--- config.mk ---
export PLATFORM = sky130hd
export DESIGN_NAME = gpio_port_ctrl
export DESIGN_NICKNAME = d
export VERILOG_FILES = /design/src/rtl/gpio_port_pkg.sv /design/src/rtl/gpio_in_sync.sv /design/src/rtl/gpio_pin_regs.sv /design/src/rtl/gpio_pad_ctrl.sv /design/src/rtl/gpio_port_ctrl.sv
export SDC_FILE = /design/constraint.sdc
export NUM_CORES = 1
export LEC_CHECK = 0
export BUFFER_PORTS_ARGS = -buffer_cell sky130_fd_sc_hd__buf_2
export CAP_MARGIN = 30
export CORE_MARGIN = 8
export CORE_UTILIZATION = 45
export DETAILED_ROUTE_END_ITERATION = 8
export PLACE_DENSITY = 0.68
export SKIP_LAST_GASP = 1
export SYNTH_ARGS = -nofsm -noshare
export SYNTH_HDL_FRONTEND = slang
export SYNTH_SLANG_ARGS = --single-unit
export TNS_END_PERCENT = 10
--- constraint.sdc ---
create_clock -name clk -period 2.2 [get_ports clk]
set_input_delay 0.44 -clock clk [delete_from_list [all_inputs] [get_ports clk]]
set_output_delay 0.44 -clock clk [all_outputs]
set_load 0.02 [all_outputs]
--- src/rtl/gpio_port_pkg.sv ---
`timescale 1ns/1ps
package gpio_port_pkg;
  localparam int REG_W = 7;

  typedef struct packed {
    logic lock;   // bit 3
    logic pu;     // bit 2
    logic pp;     // bit 1
    logic oe;     // bit 0
  } cfg1_t;

  typedef struct packed {
    logic [1:0] bus;  // bits 6:5
    logic       load; // bit 4
  } cfg2_t;

  typedef enum logic [1:0] {
    SEL_DOUT = 2'd0,
    SEL_CFG1 = 2'd1,
    SEL_CFG2 = 2'd2,
    SEL_DIN  = 2'd3
  } reg_sel_e;
endpackage

--- src/rtl/gpio_in_sync.sv ---
`timescale 1ns/1ps
module gpio_in_sync #(
  parameter int STAGES = 2
) (
  input  logic clk,
  input  logic rst_n,
  input  logic d,
  output logic q
);
  logic [STAGES-1:0] chain_q;

  always_ff @(posedge clk or negedge rst_n) begin
    if (!rst_n) chain_q <= '0;
    else        chain_q <= {chain_q[STAGES-2:0], d};
  end

  assign q = chain_q[STAGES-1];
endmodule

--- src/rtl/gpio_pin_regs.sv ---
`timescale 1ns/1ps
module gpio_pin_regs
  import gpio_port_pkg::*;
(
  input  logic             clk,
  input  logic             rst_n,
  input  logic             wr_dout,
  input  logic             wr_cfg1,
  input  logic             wr_cfg2,
  input  logic [REG_W-1:0] wr_data,
  input  logic             unlock,
  output cfg1_t            cfg1_q,
  output cfg2_t            cfg2_q,
  output logic             dout_q
);
  always_ff @(posedge clk or negedge rst_n) begin
    if (!rst_n) begin
      cfg1_q <= '0;
      cfg2_q <= '0;
      dout_q <= 1'b0;
    end else if (cfg1_q.lock) begin
      if (unlock) cfg1_q.lock <= 1'b0;
    end else begin
      if (wr_dout) dout_q <= wr_data[0];
      if (wr_cfg1) cfg1_q <= cfg1_t'(wr_data[3:0]);
      if (wr_cfg2) cfg2_q <= cfg2_t'(wr_data[6:4]);
    end
  end


  lock_hold_chk: assert property (@(posedge clk) disable iff (!rst_n)
    (cfg1_q.lock && !unlock) |=> ($stable(cfg1_q) && $stable(cfg2_q) && $stable(dout_q)));


  unlock_clr_chk: assert property (@(posedge clk) disable iff (!rst_n)
    (cfg1_q.lock && unlock) |=> !cfg1_q.lock);
endmodule

--- src/rtl/gpio_pad_ctrl.sv ---
`timescale 1ns/1ps
module gpio_pad_ctrl #(
  parameter bit OUT_ONLY = 1'b0
) (
  input  logic oe,
  input  logic pp,
  input  logic pu,
  input  logic load,
  input  logic dout,
  input  logic no_supply,
  output logic pad_out,
  output logic pad_oe,
  output logic pad_hs_en,
  output logic pad_pu_en,
  output logic pad_ie
);
  logic prot;

  always_comb begin
    prot      = load && no_supply;
    pad_out   = dout;
    pad_hs_en = oe && pp && !prot;
    pad_oe    = oe && !prot && (pp || !dout);
    pad_pu_en = pu && !prot;
    pad_ie    = OUT_ONLY ? 1'b1 : !prot;
  end
endmodule

--- src/rtl/gpio_port_ctrl.sv ---
`timescale 1ns/1ps
module gpio_port_ctrl
  import gpio_port_pkg::*;
#(
  parameter int                N_PINS        = 8,
  parameter logic [N_PINS-1:0] OUT_ONLY_MASK = 8'h80,
  parameter int                SYNC_STAGES   = 2,
  localparam int               PW            = $clog2(N_PINS),
  localparam int               AW            = PW + 2
) (
  input  logic                clk,
  input  logic                rst_n,
  input  logic                wr_en,
  input  logic [AW-1:0]       wr_addr,
  input  logic [REG_W-1:0]    wr_data,
  input  logic [AW-1:0]       rd_addr,
  output logic [REG_W-1:0]    rd_data,
  input  logic                unlock_all,
  input  logic                no_supply,
  input  logic [N_PINS-1:0]   pad_in,
  output logic [N_PINS-1:0]   pad_out,
  output logic [N_PINS-1:0]   pad_oe,
  output logic [N_PINS-1:0]   pad_hs_en,
  output logic [N_PINS-1:0]   pad_pu_en,
  output logic [N_PINS-1:0]   pad_ie,
  output logic [2*N_PINS-1:0] bus_mode
);
  cfg1_t             cfg1_a [N_PINS];
  cfg2_t             cfg2_a [N_PINS];
  logic [N_PINS-1:0] dout_a;
  logic [N_PINS-1:0] sync_a;
  logic [N_PINS-1:0] din_a;

  logic [PW-1:0] wr_pin;
  reg_sel_e      wr_sel;
  logic [PW-1:0] rd_pin;
  reg_sel_e      rd_sel;

  assign wr_pin = wr_addr[AW-1:2];
  assign wr_sel = reg_sel_e'(wr_addr[1:0]);
  assign rd_pin = rd_addr[AW-1:2];
  assign rd_sel = reg_sel_e'(rd_addr[1:0]);

  for (genvar i = 0; i < N_PINS; i++) begin : g_pin
    logic hit;
    assign hit = wr_en && (wr_pin == PW'(i));

    gpio_pin_regs u_regs (
      .clk     (clk),
      .rst_n   (rst_n),
      .wr_dout (hit && (wr_sel == SEL_DOUT)),
      .wr_cfg1 (hit && (wr_sel == SEL_CFG1)),
      .wr_cfg2 (hit && (wr_sel == SEL_CFG2)),
      .wr_data (wr_data),
      .unlock  (unlock_all),
      .cfg1_q  (cfg1_a[i]),
      .cfg2_q  (cfg2_a[i]),
      .dout_q  (dout_a[i])
    );

    gpio_pad_ctrl #(.OUT_ONLY(OUT_ONLY_MASK[i])) u_pad (
      .oe        (cfg1_a[i].oe),
      .pp        (cfg1_a[i].pp),
      .pu        (cfg1_a[i].pu),
      .load      (cfg2_a[i].load),
      .dout      (dout_a[i]),
      .no_supply (no_supply),
      .pad_out   (pad_out[i]),
      .pad_oe    (pad_oe[i]),
      .pad_hs_en (pad_hs_en[i]),
      .pad_pu_en (pad_pu_en[i]),
      .pad_ie    (pad_ie[i])
    );

    gpio_in_sync #(.STAGES(SYNC_STAGES)) u_sync (
      .clk   (clk),
      .rst_n (rst_n),
      .d     (pad_in[i]),
      .q     (sync_a[i])
    );

    assign din_a[i]          = sync_a[i] && pad_ie[i];
    assign bus_mode[2*i +: 2] = cfg2_a[i].bus;


    prot_gate_chk: assert property (@(posedge clk) disable iff (!rst_n)
      (cfg2_a[i].load && no_supply) |-> !(pad_oe[i] || pad_hs_en[i] || pad_pu_en[i]));


    od_hs_off_chk: assert property (@(posedge clk) disable iff (!rst_n)
      (cfg1_a[i].oe && !cfg1_a[i].pp) |-> !pad_hs_en[i]);


    din_gate_chk: assert property (@(posedge clk) disable iff (!rst_n)
      !pad_ie[i] |-> !din_a[i]);
  end

  always_comb begin
    rd_data = '0;
    for (int i = 0; i < N_PINS; i++) begin
      if (rd_pin == PW'(i)) begin
        case (rd_sel)
          SEL_DOUT: rd_data = {{(REG_W-1){1'b0}}, dout_a[i]};
          SEL_CFG1: rd_data = {3'b000, cfg1_a[i]};
          SEL_CFG2: rd_data = {cfg2_a[i], 4'b0000};
          default:  rd_data = {{(REG_W-1){1'b0}}, din_a[i]};
        endcase
      end
    end
  end
endmodule

# Yosys cells after proc, flatten, opt, wreduce, memory -nomap -nowiden
# Index checks and enable logic that the tools add are counted.
# classes
n_eq_ne	18
n_mux	33
bitwise	8
reduce_logical	139
# ops
op	n
$pmux W7 S3	8
$logic_and A1 B1 Y1	87
$mux W7	8
$reduce_and A2 Y1	24
$mux W4	8
$eq A3 B3 Y1 const B	8
$logic_not A1 Y1	16
$eq A3 B2 Y1 const B	4
$mux W1	9
$logic_or A1 B1 Y1	8
$not A1 Y1	8
$eq A3 B1 Y1 const B	2
$logic_not A3 Y1	2
$eq A2 B1 Y1 const B	2
$eq A2 B2 Y1 const B	2
$logic_not A2 Y1	2
# word_totals
regBits	80
in_bits	30
out_inout_bits	63
elab_cells	262

# Depth between registers and ports, before layout
# Gate-level depths: netlist of run 1.
# logic_depth
depth_word	12
depth_mapped	7
ltp_nobuf	5

# By module
# Synthesis of run 1 repeated with hierarchy kept, for this count alone.
# unflattened
hier_cells	399
area_unflattened_um2	4266.6
# modules_own_cells
module	n_inst	cells_each	area_per_inst_um2	seq_area_each_um2
gpio_pin_regs	8	20	320.3	200.2
gpio_port_ctrl	1	173	1001.0	0.0
gpio_in_sync	8	2	50.0	50.0
gpio_pad_ctrl at g_pin[0].u_pad ...	7	6	36.3	0.0
gpio_pad_ctrl at g_pin[7].u_pad	1	8	48.8	0.0

# Worst setup path after synthesis of run 1
# No wires, ideal clock.
# synth_timing
path_type	input port to output port
start	in rd_addr[2]
end	out rd_data[5]
t_arrival_ps	1657
required_time_ps	1760
slack_ps	103
path_stages	7
path_buffers	2
path_cell_list	buf_2 -> buf_2 -> nor2_1 -> a22oi_1 -> a21oi_1 -> a21oi_1 -> nor2_1
# synth_via
elab_chain_len	9
word_cells_on_any_way	16
classes_between	eq/ne: 7; mux: 8; reduce/logical: 1
# synth_rtl
element	line	rtl
start, declared	gpio_port_ctrl.sv:16	input logic [AW-1:0] rd_addr,
$logic_not A3 Y1	gpio_port_ctrl.sv:101	if (rd_pin == PW'(i)) begin
$mux W7 (7 in a row)	gpio_port_ctrl.sv:101	
$mux W7 (*)	gpio_port_ctrl.sv:101	
end, declared	gpio_port_ctrl.sv:17	output logic [REG_W-1:0] rd_data,
# Every way passes the cells marked *; elsewhere a longest branch is shown, timed or not.

# Final worst setup path of run 1
# layout_timing
start	reg g_pin[2].u_regs.dout_q
end	out rd_data[0]
# layout_via
elab_chain_len	7
# layout_rtl
element	line	rtl
start, declared	gpio_pin_regs.sv:14	output logic dout_q
start signal, assigned	gpio_pin_regs.sv:24	if (wr_dout) dout_q <= wr_data[0];
$pmux W7 S3	gpio_port_ctrl.sv:102	case (rd_sel)
$mux W7 (6 in a row)	gpio_port_ctrl.sv:101	
# Every way passes these cells.

==> impl_metrics.csv, run 1 <==
group,metric,value,unit
cts,htreeDepth,3,
sta,setup_ws,-0.1570,ns
die,core-area,9240,um^2
placement,gp_congestion,0.9197,
die,initial_utilization,0.4620,
synthesis,syn_area,4269,um^2
finish,fin_cells,598,
synthesis,async_flop_share,1.000,
sta,hold_viol,5,
cts,cts_setup_buffers,0,
sta,rsz0062_at_grt,"true",
placement,place_inst,582,
synthesis,synth-edff-count,0,
synthesis,yosys_warnings,0,
worst_setup_path,start_kind,"flop",
global_route,grt_max_degree,31,
status,violations,"negative hold slack, negative setup slack",
synthesis,syn_nets,426,
cts,clock_path_buffers,2,
sta,slew-limit-headroom,0.6071,
die,num_rows,35,
global_route,first_global_vias,3247,
routing,drc,0,
finish,area_delta_synth_final,14.04,%
cts,cts_root_buffer,"clkbuf_8",
power_and_ir_drop,p_comb_frac,0.282,
synthesis,synth_cell_types,42,
worst_setup_path,path_class,"reg -> out",
worst_hold_path,min-delay-path-class,"in -> async",
power_and_ir_drop,clock_power_share,0.253,
sta,setup_violations,7,
sta,fin_hold_ws,-0.005054,ns
routing,dr_total_vias,3082,
cts,tritoncts,"built",
power_and_ir_drop,p_seq_frac,0.465,
worst_setup_path,worst-r2r-cell-count,3,
finish,layout_commonest_cell,"buf_2",
power_and_ir_drop,p_per_area,823.0,nW/um^2
die,ios,93,
finish,fin_nets,494,
cts,clk_latency,0.36,ns
worst_setup_path,rr_endpoint,"g_pin[4].u_regs.cfg2_q[0]",
worst_setup_path,worstSetupStartpoint,"g_pin[2].u_regs.dout_q",
worst_setup_path,cp-end-kind,"output pin",
cts,cts_made_buffers,9,
synthesis,ys_seq_area_frac,0.4689,
sta,fin_crit,2.357,ns
cts,ctsHoldBuffers,0,
sta,slew_violations,0,
power_and_ir_drop,p_sw_frac,0.3440,
sta,final.period_utilization,1.071,
routing,routed_via_density,5.154,
worst_setup_path,worst_ep_arrival_time,1.92,ns
routing,final_antenna_net_count,0,
worst_setup_path,worstReg2RegStart,"g_pin[4].u_regs.cfg1_q[3]",
routing,drt_wl_total,11100,um
global_route,antenna_found_initial,0,
placement,io_buffers,91,
power_and_ir_drop,ir_drop,0.0003849,V
routing,drt-wirelength-per-cell,18.57,um
finish,layout-drive-gt1-share,0.4435,
cts,path_clk_slew,0.08,ns
finish,diodes,0,
worst_setup_path,rrSetupSlack,0.51,ns
sta,max_clock_freq,0.4243,GHz
synthesis,synth_ff_type,"dfrtp_1",
finish,layout_common_cells,"89 x buf_2, 80 x dfrtp_1, 48 x mux2_2",
global_route,grt_pass1_wl,17810,um
die,die_x,113.4,um
power_and_ir_drop,p_int,2628,uW
power_and_ir_drop,power_switching,1378,uW
die,design.die.area,12860,um^2
synthesis,syn_avg_cell_area,10.78,um^2
sta,finClkSkew,0.01390,ns
worst_setup_path,crit_fanout,4,
die,die_h,113.4,um
global_route,grtUsageTotal,0.1791,
routing,dr.pass1.iters,5,
status,status,"complete, but fails checks",
routing,drtIter0Drc,112,
worst_setup_path,cp.required,1.76,ns
power_and_ir_drop,cellLeakagePower,0.002286,uW
synthesis,ys_ff_latch,80,
sta,worst_pin_slew,0.5872,ns
synthesis,syn-instance-count,396,
global_route,grt.overflow.total,0,
cts,cts_sinks,80,
run,drv_cap,0,
placement,dp_hpwl,8692,um
-- worst max-delay path, cell delays in order, from the launching register on --
cell and delay (ns):
dfrtp_1 0.41, mux2_2 0.28, a32oi_2 0.18, a211oi_2 0.09, nor4_1 0.28, o22ai_1 0.14
buf_2 0.18
-- power by group through the flow --
stage	Combinational (uW)	Sequential (uW)	Clock (uW)
2_1_floorplan	839	1900	0
3_3_place_gp	1120	1890	0
3_5_place_dp	1140	1890	0
4_1_cts	1140	1860	1040
5_1_grt	1220	1900	1100
6_report	1130	1860	1010
-- worst max-delay path by stage --
stage | end | slack [ns] | cells past startpoint
after detailed placement | rd_data[0] | -0.16 | 7
final | rd_data[0] | -0.16 | 6
after floorplan | rd_data[5] | 0.10 | 7
after global routing | rd_data[0] | -0.26 | 6
after global placement | rd_data[0] | -0.15 | 7
after CTS | rd_data[0] | -0.18 | 6
-- registers in the layout, indices dropped and copies added (netlist names) --
register / cells
g_pin.u_regs.dout_q: 8
g_pin.u_sync.chain_q: 16
g_pin.u_regs.cfg1_q: 32
g_pin.u_regs.cfg2_q: 24
-- cells in the mapped netlist (all sizes together) (2+ instances only) --
cell type	n	area (um^2)
o21ai	17	85.08
nand3	2	10.01
inv	18	67.56
or4	2	22.52
mux4	6	135.1
or3	5	36.28
nand2b	7	51.30
mux2	60	675.7
a31oi	2	12.51
nor2	39	196.4
nor3	8	50.05
a21oi	22	110.1
clkbuf	6	22.52
nor4	3	48.80
a211oi	2	20.02
a32oi	2	17.52
and2	9	56.30
mux2i	2	20.02
dfrtp	80	2002
a22oi	6	45.04
buf	50	369.1
nand2	39	151.4
-- repair_timing --
item / CTS / global route
hold endpoints to repair: 0 / 0
gates resized for setup: 1 / 1
setup endpoints to repair: 7 / 7
pin swaps: 2 / 0
-- kinds of logic (layout without fill, tap and decap cells) --
| group | after synthesis | after routing | synth area share |
|---|---|---|---|
| flops | 80 | 80 | 0.4689 |
| buf+inv | 74 | 147 | 0.1076 |
| mux | 68 | 68 | 0.1946 |
| other cells | 1 | 1 | 0.0008784 |
| compound gates | 55 | 55 | 0.07562 |
| simple gates | 118 | 118 | 0.1524 |
-- cell type report --
cell class	instances	area [um^2]
Inverter	18	67.56
Multi-Input combinational cell	242	1815
Tap cell	129	161.4
Timing Repair Buffer	113	638.1
Clock inverter	4	28.78
Clock buffer	12	155.1
Sequential cell	80	2002
Fill cell	835	4372
-- layer usage --
metal	share of wire	GRT usage
met1	0.43	0.2207
met2	0.50	0.2972
met3	0.060	0.04754
met4	0.012	0.06217
met5	0	0
-- metrics by stage --
stage	worst slack [ns]	util	area (um^2)	TNS (ns)	total power (uW)
after CTS	-0.1812	0.5266	4866	-0.8187	4050
after detailed placement	-0.1574	0.5059	4674	-0.7653	3029
after global routing	-0.2564	0.5269	4868	-1.481	4223
final	-0.1570	0.5269	4868	-0.8046	4007
after floorplan	0.1029	-	4269	0	2743
after global placement	-0.1508	0.5059	4674	-0.6534	3001
(Power assumes the default switching activity.)
==> run 2, diff against run 1 <==
--- a/config.mk
+++ b/config.mk
@@ -7,10 +7,12 @@
 export LEC_CHECK = 0
 export BUFFER_PORTS_ARGS = -buffer_cell sky130_fd_sc_hd__buf_2
 export CAP_MARGIN = 30
+export CELL_PAD_IN_SITES_DETAIL_PLACEMENT = 1
+export CELL_PAD_IN_SITES_GLOBAL_PLACEMENT = 1
 export CORE_MARGIN = 8
-export CORE_UTILIZATION = 45
+export CORE_UTILIZATION = 42
 export DETAILED_ROUTE_END_ITERATION = 8
-export PLACE_DENSITY = 0.68
+export PLACE_DENSITY_LB_ADDON = 0.1
 export SKIP_LAST_GASP = 1
 export SYNTH_ARGS = -nofsm -noshare
 export SYNTH_HDL_FRONTEND = slang
==> run 2 against run 1 <==
  * The run ends with negative setup slack left
  * Sequential power hardly changed
  * Design area is 2.6% higher
  * First-iteration DRC count is 17% higher
  * Setup slack better by 0.029 ns
  * Clock-buffer cell count stayed put
  * Utilization is 3.2 points lower
  * Routed wire length is 11% higher
  * Critical path type unchanged
  * Critical endpoint unchanged
  * Highest routed layer unchanged
==> impl_metrics.csv, run 2 (same netlist as run 1, synthesis figures left out) <==
group,metric,value,unit
finish,layout_commonest_cell,"buf_2",
worst_setup_path,worst_ep_arrival_time,1.89,ns
routing,drtIter0Drc,131,
finish,layout_common_cells,"88 x buf_2, 80 x dfrtp_1, 48 x mux2_2",
placement,io_buffers,91,
sta,max_clock_freq,0.4296,GHz
finish,layout-drive-gt1-share,0.4612,
finish,reg.largest.list,"g_pin.u_regs.cfg1_q: 32 flops, g_pin.u_regs.cfg2_q: 24 flops, g_pin.u_sync.chain_q: 16 flops",
global_route,first_global_vias,3545,
cts,clk_latency,0.35,ns
finish,largest-register,"g_pin.u_regs.cfg1_q",
cts,cts_root_buffer,"clkbuf_8",
finish,regArea,2002,um^2
finish,fill_cells,1150,
worst_setup_path,cp.required,1.76,ns
cts,cts_made_buffers,9,
global_route,grt.overflow.total,0,
placement,dp_hpwl,9578,um
die,initial_utilization,0.4230,
run,drv_cap,0,
die,ios,93,
die,die_x,116.8,um
status,status,"complete, but fails checks",
worst_setup_path,cp_slowest_cell,"dfrtp_1",
sta,rsz0062_at_grt,"true",
finish,area_delta_synth_final,17.03,%
power_and_ir_drop,cellLeakagePower,0.002349,uW
sta,setup_ws,-0.1276,ns
power_and_ir_drop,power.total,4319,uW
routing,routed_via_density,5.162,
die,core-area,10090,um^2
global_route,grtUsageTotal,0.1939,
routing,dr.pass1.iters,4,
routing,drt-wirelength-per-cell,20.08,um
worst_setup_path,start_kind,"flop",
finish,multiInputGateArea,1828,um^2
sta,slew-limit-headroom,0.5998,
power_and_ir_drop,ir_drop,0.0003471,V
cts,path_clk_slew,0.08,ns
worst_setup_path,crit_chain,"mux2_2 -> a32oi_2 -> a211oi_2 -> nor4_2 -> o22ai_1 -> buf_4",
worst_setup_path,slowest_delay,0.40,ns
die,num_rows,37,
routing,final_antenna_net_count,0,
cts,htreeDepth,3,
worst_setup_path,cp-end-kind,"output pin",
global_route,antenna_found_initial,0,
finish,fin_nets,502,
sta,finClkSkew,0.01938,ns
sta,slew_violations,0,
sta,fin_crit,2.328,ns
sta,fin_hold_ws,0.07770,ns
die,die_h,116.8,um
status,violations,"negative setup slack",
worst_setup_path,crit_family,"flip-flops",
routing,drc,0,
placement,dpl_cell_area,4701,um^2
worst_setup_path,crit_fanout,2,
sta,setup-tns-final,-0.6338,ns
global_route,grt_max_degree,45,
cts,tritoncts,"built",
cts,ctsHoldBuffers,0,
finish,largest_register_ffs,32,
power_and_ir_drop,p_per_area,864.4,nW/um^2
cts,cts_sinks,80,
die,design.die.area,13650,um^2
sta,setup_violations,7,
finish,fin_util,0.4950,
global_route,grt_pass1_wl,19780,um
routing,dr_total_vias,3164,
placement,gp_congestion,0.8200,
sta,final.period_utilization,1.058,
finish,diodes,0,
routing,drt_wl_total,12310,um
sta,hold_viol,0,
worst_hold_path,min-delay-path-class,"in -> async",
finish,fin_area,4996,um^2
worst_setup_path,path_class,"reg -> out",
worst_setup_path,path_buf_inv,1,
sta,worst_pin_slew,0.6003,ns
cts,clock_path_buffers,2,
-- run 2: cell types whose count changed in the layout (fill, tap and decap cells not counted), sizes merged --
| cell | previous run | this run |
|---|---|---|
| clkbuf | 13 | 12 |
| clkinv | 2 | 0 |
| buf | 112 | 121 |
| bufinv | 0 | 2 |
-- run 2: stage by stage --
| step | setup WS, ns | std cells |
|---|---|---|
| after detailed placement | -0.1702 | 593 |
| final | -0.1276 | 613 |
| after global routing | -0.2388 | 613 |
| after floorplan | 0.1029 | 396 |
| after CTS | -0.1574 | 613 |
| after global placement | -0.2073 | 593 |
-- run 2: timing repair --
item / in CTS / in global routing
setup endpoints to repair: 7 / 7
pin swaps: 3 / 0
resized for setup: 6 / 0
setup buffers: 4 / 0
-- run 2: path summary, 6_finish.rpt --
check	startpoint	to	slack, ns	cells after the start
max	g_pin[2].u_regs.dout_q	rd_data[0]	-0.13	6
min	rst_n	g_pin[1].u_regs.cfg2_q[2]	0.08	1
max reg2reg	g_pin[0].u_regs.cfg1_q[3]	g_pin[0].u_regs.cfg2_q[0]	0.50	3
min reg2reg	g_pin[4].u_sync.chain_q[0]	g_pin[4].u_sync.chain_q[1]	0.35	0
max in group asynchronous	rst_n	g_pin[7].u_regs.dout_q	1.44	2
min in group clk	pad_in[3]	g_pin[3].u_sync.chain_q[0]	0.20	1
-- run 2: cell type report --
cell class                 count  area share
sequential                    80      0.4007
multi-input combinational    242      0.3659
inverter                      18     0.01352
clock buffer                  12     0.03306
timing repair buffer         121      0.1377
clock inverter                 4     0.01503
tap                          136     0.03406
-- run 2: power by group --
part           switching [uW]  internal (uW)
Combinational             685            485
Sequential                173           1690
Clock                     548            733
-- run 2: per-layer routing --
layer  wire, um  part of all wire  global-route usage  vias up
met5          0                 0                   0        -
met4        147             0.012             0.05887        0
met3        576             0.047             0.03592       11
met2       5993              0.49              0.3187       75
met1       5594              0.45              0.2548     1612
li1           -                 -                   -     1466
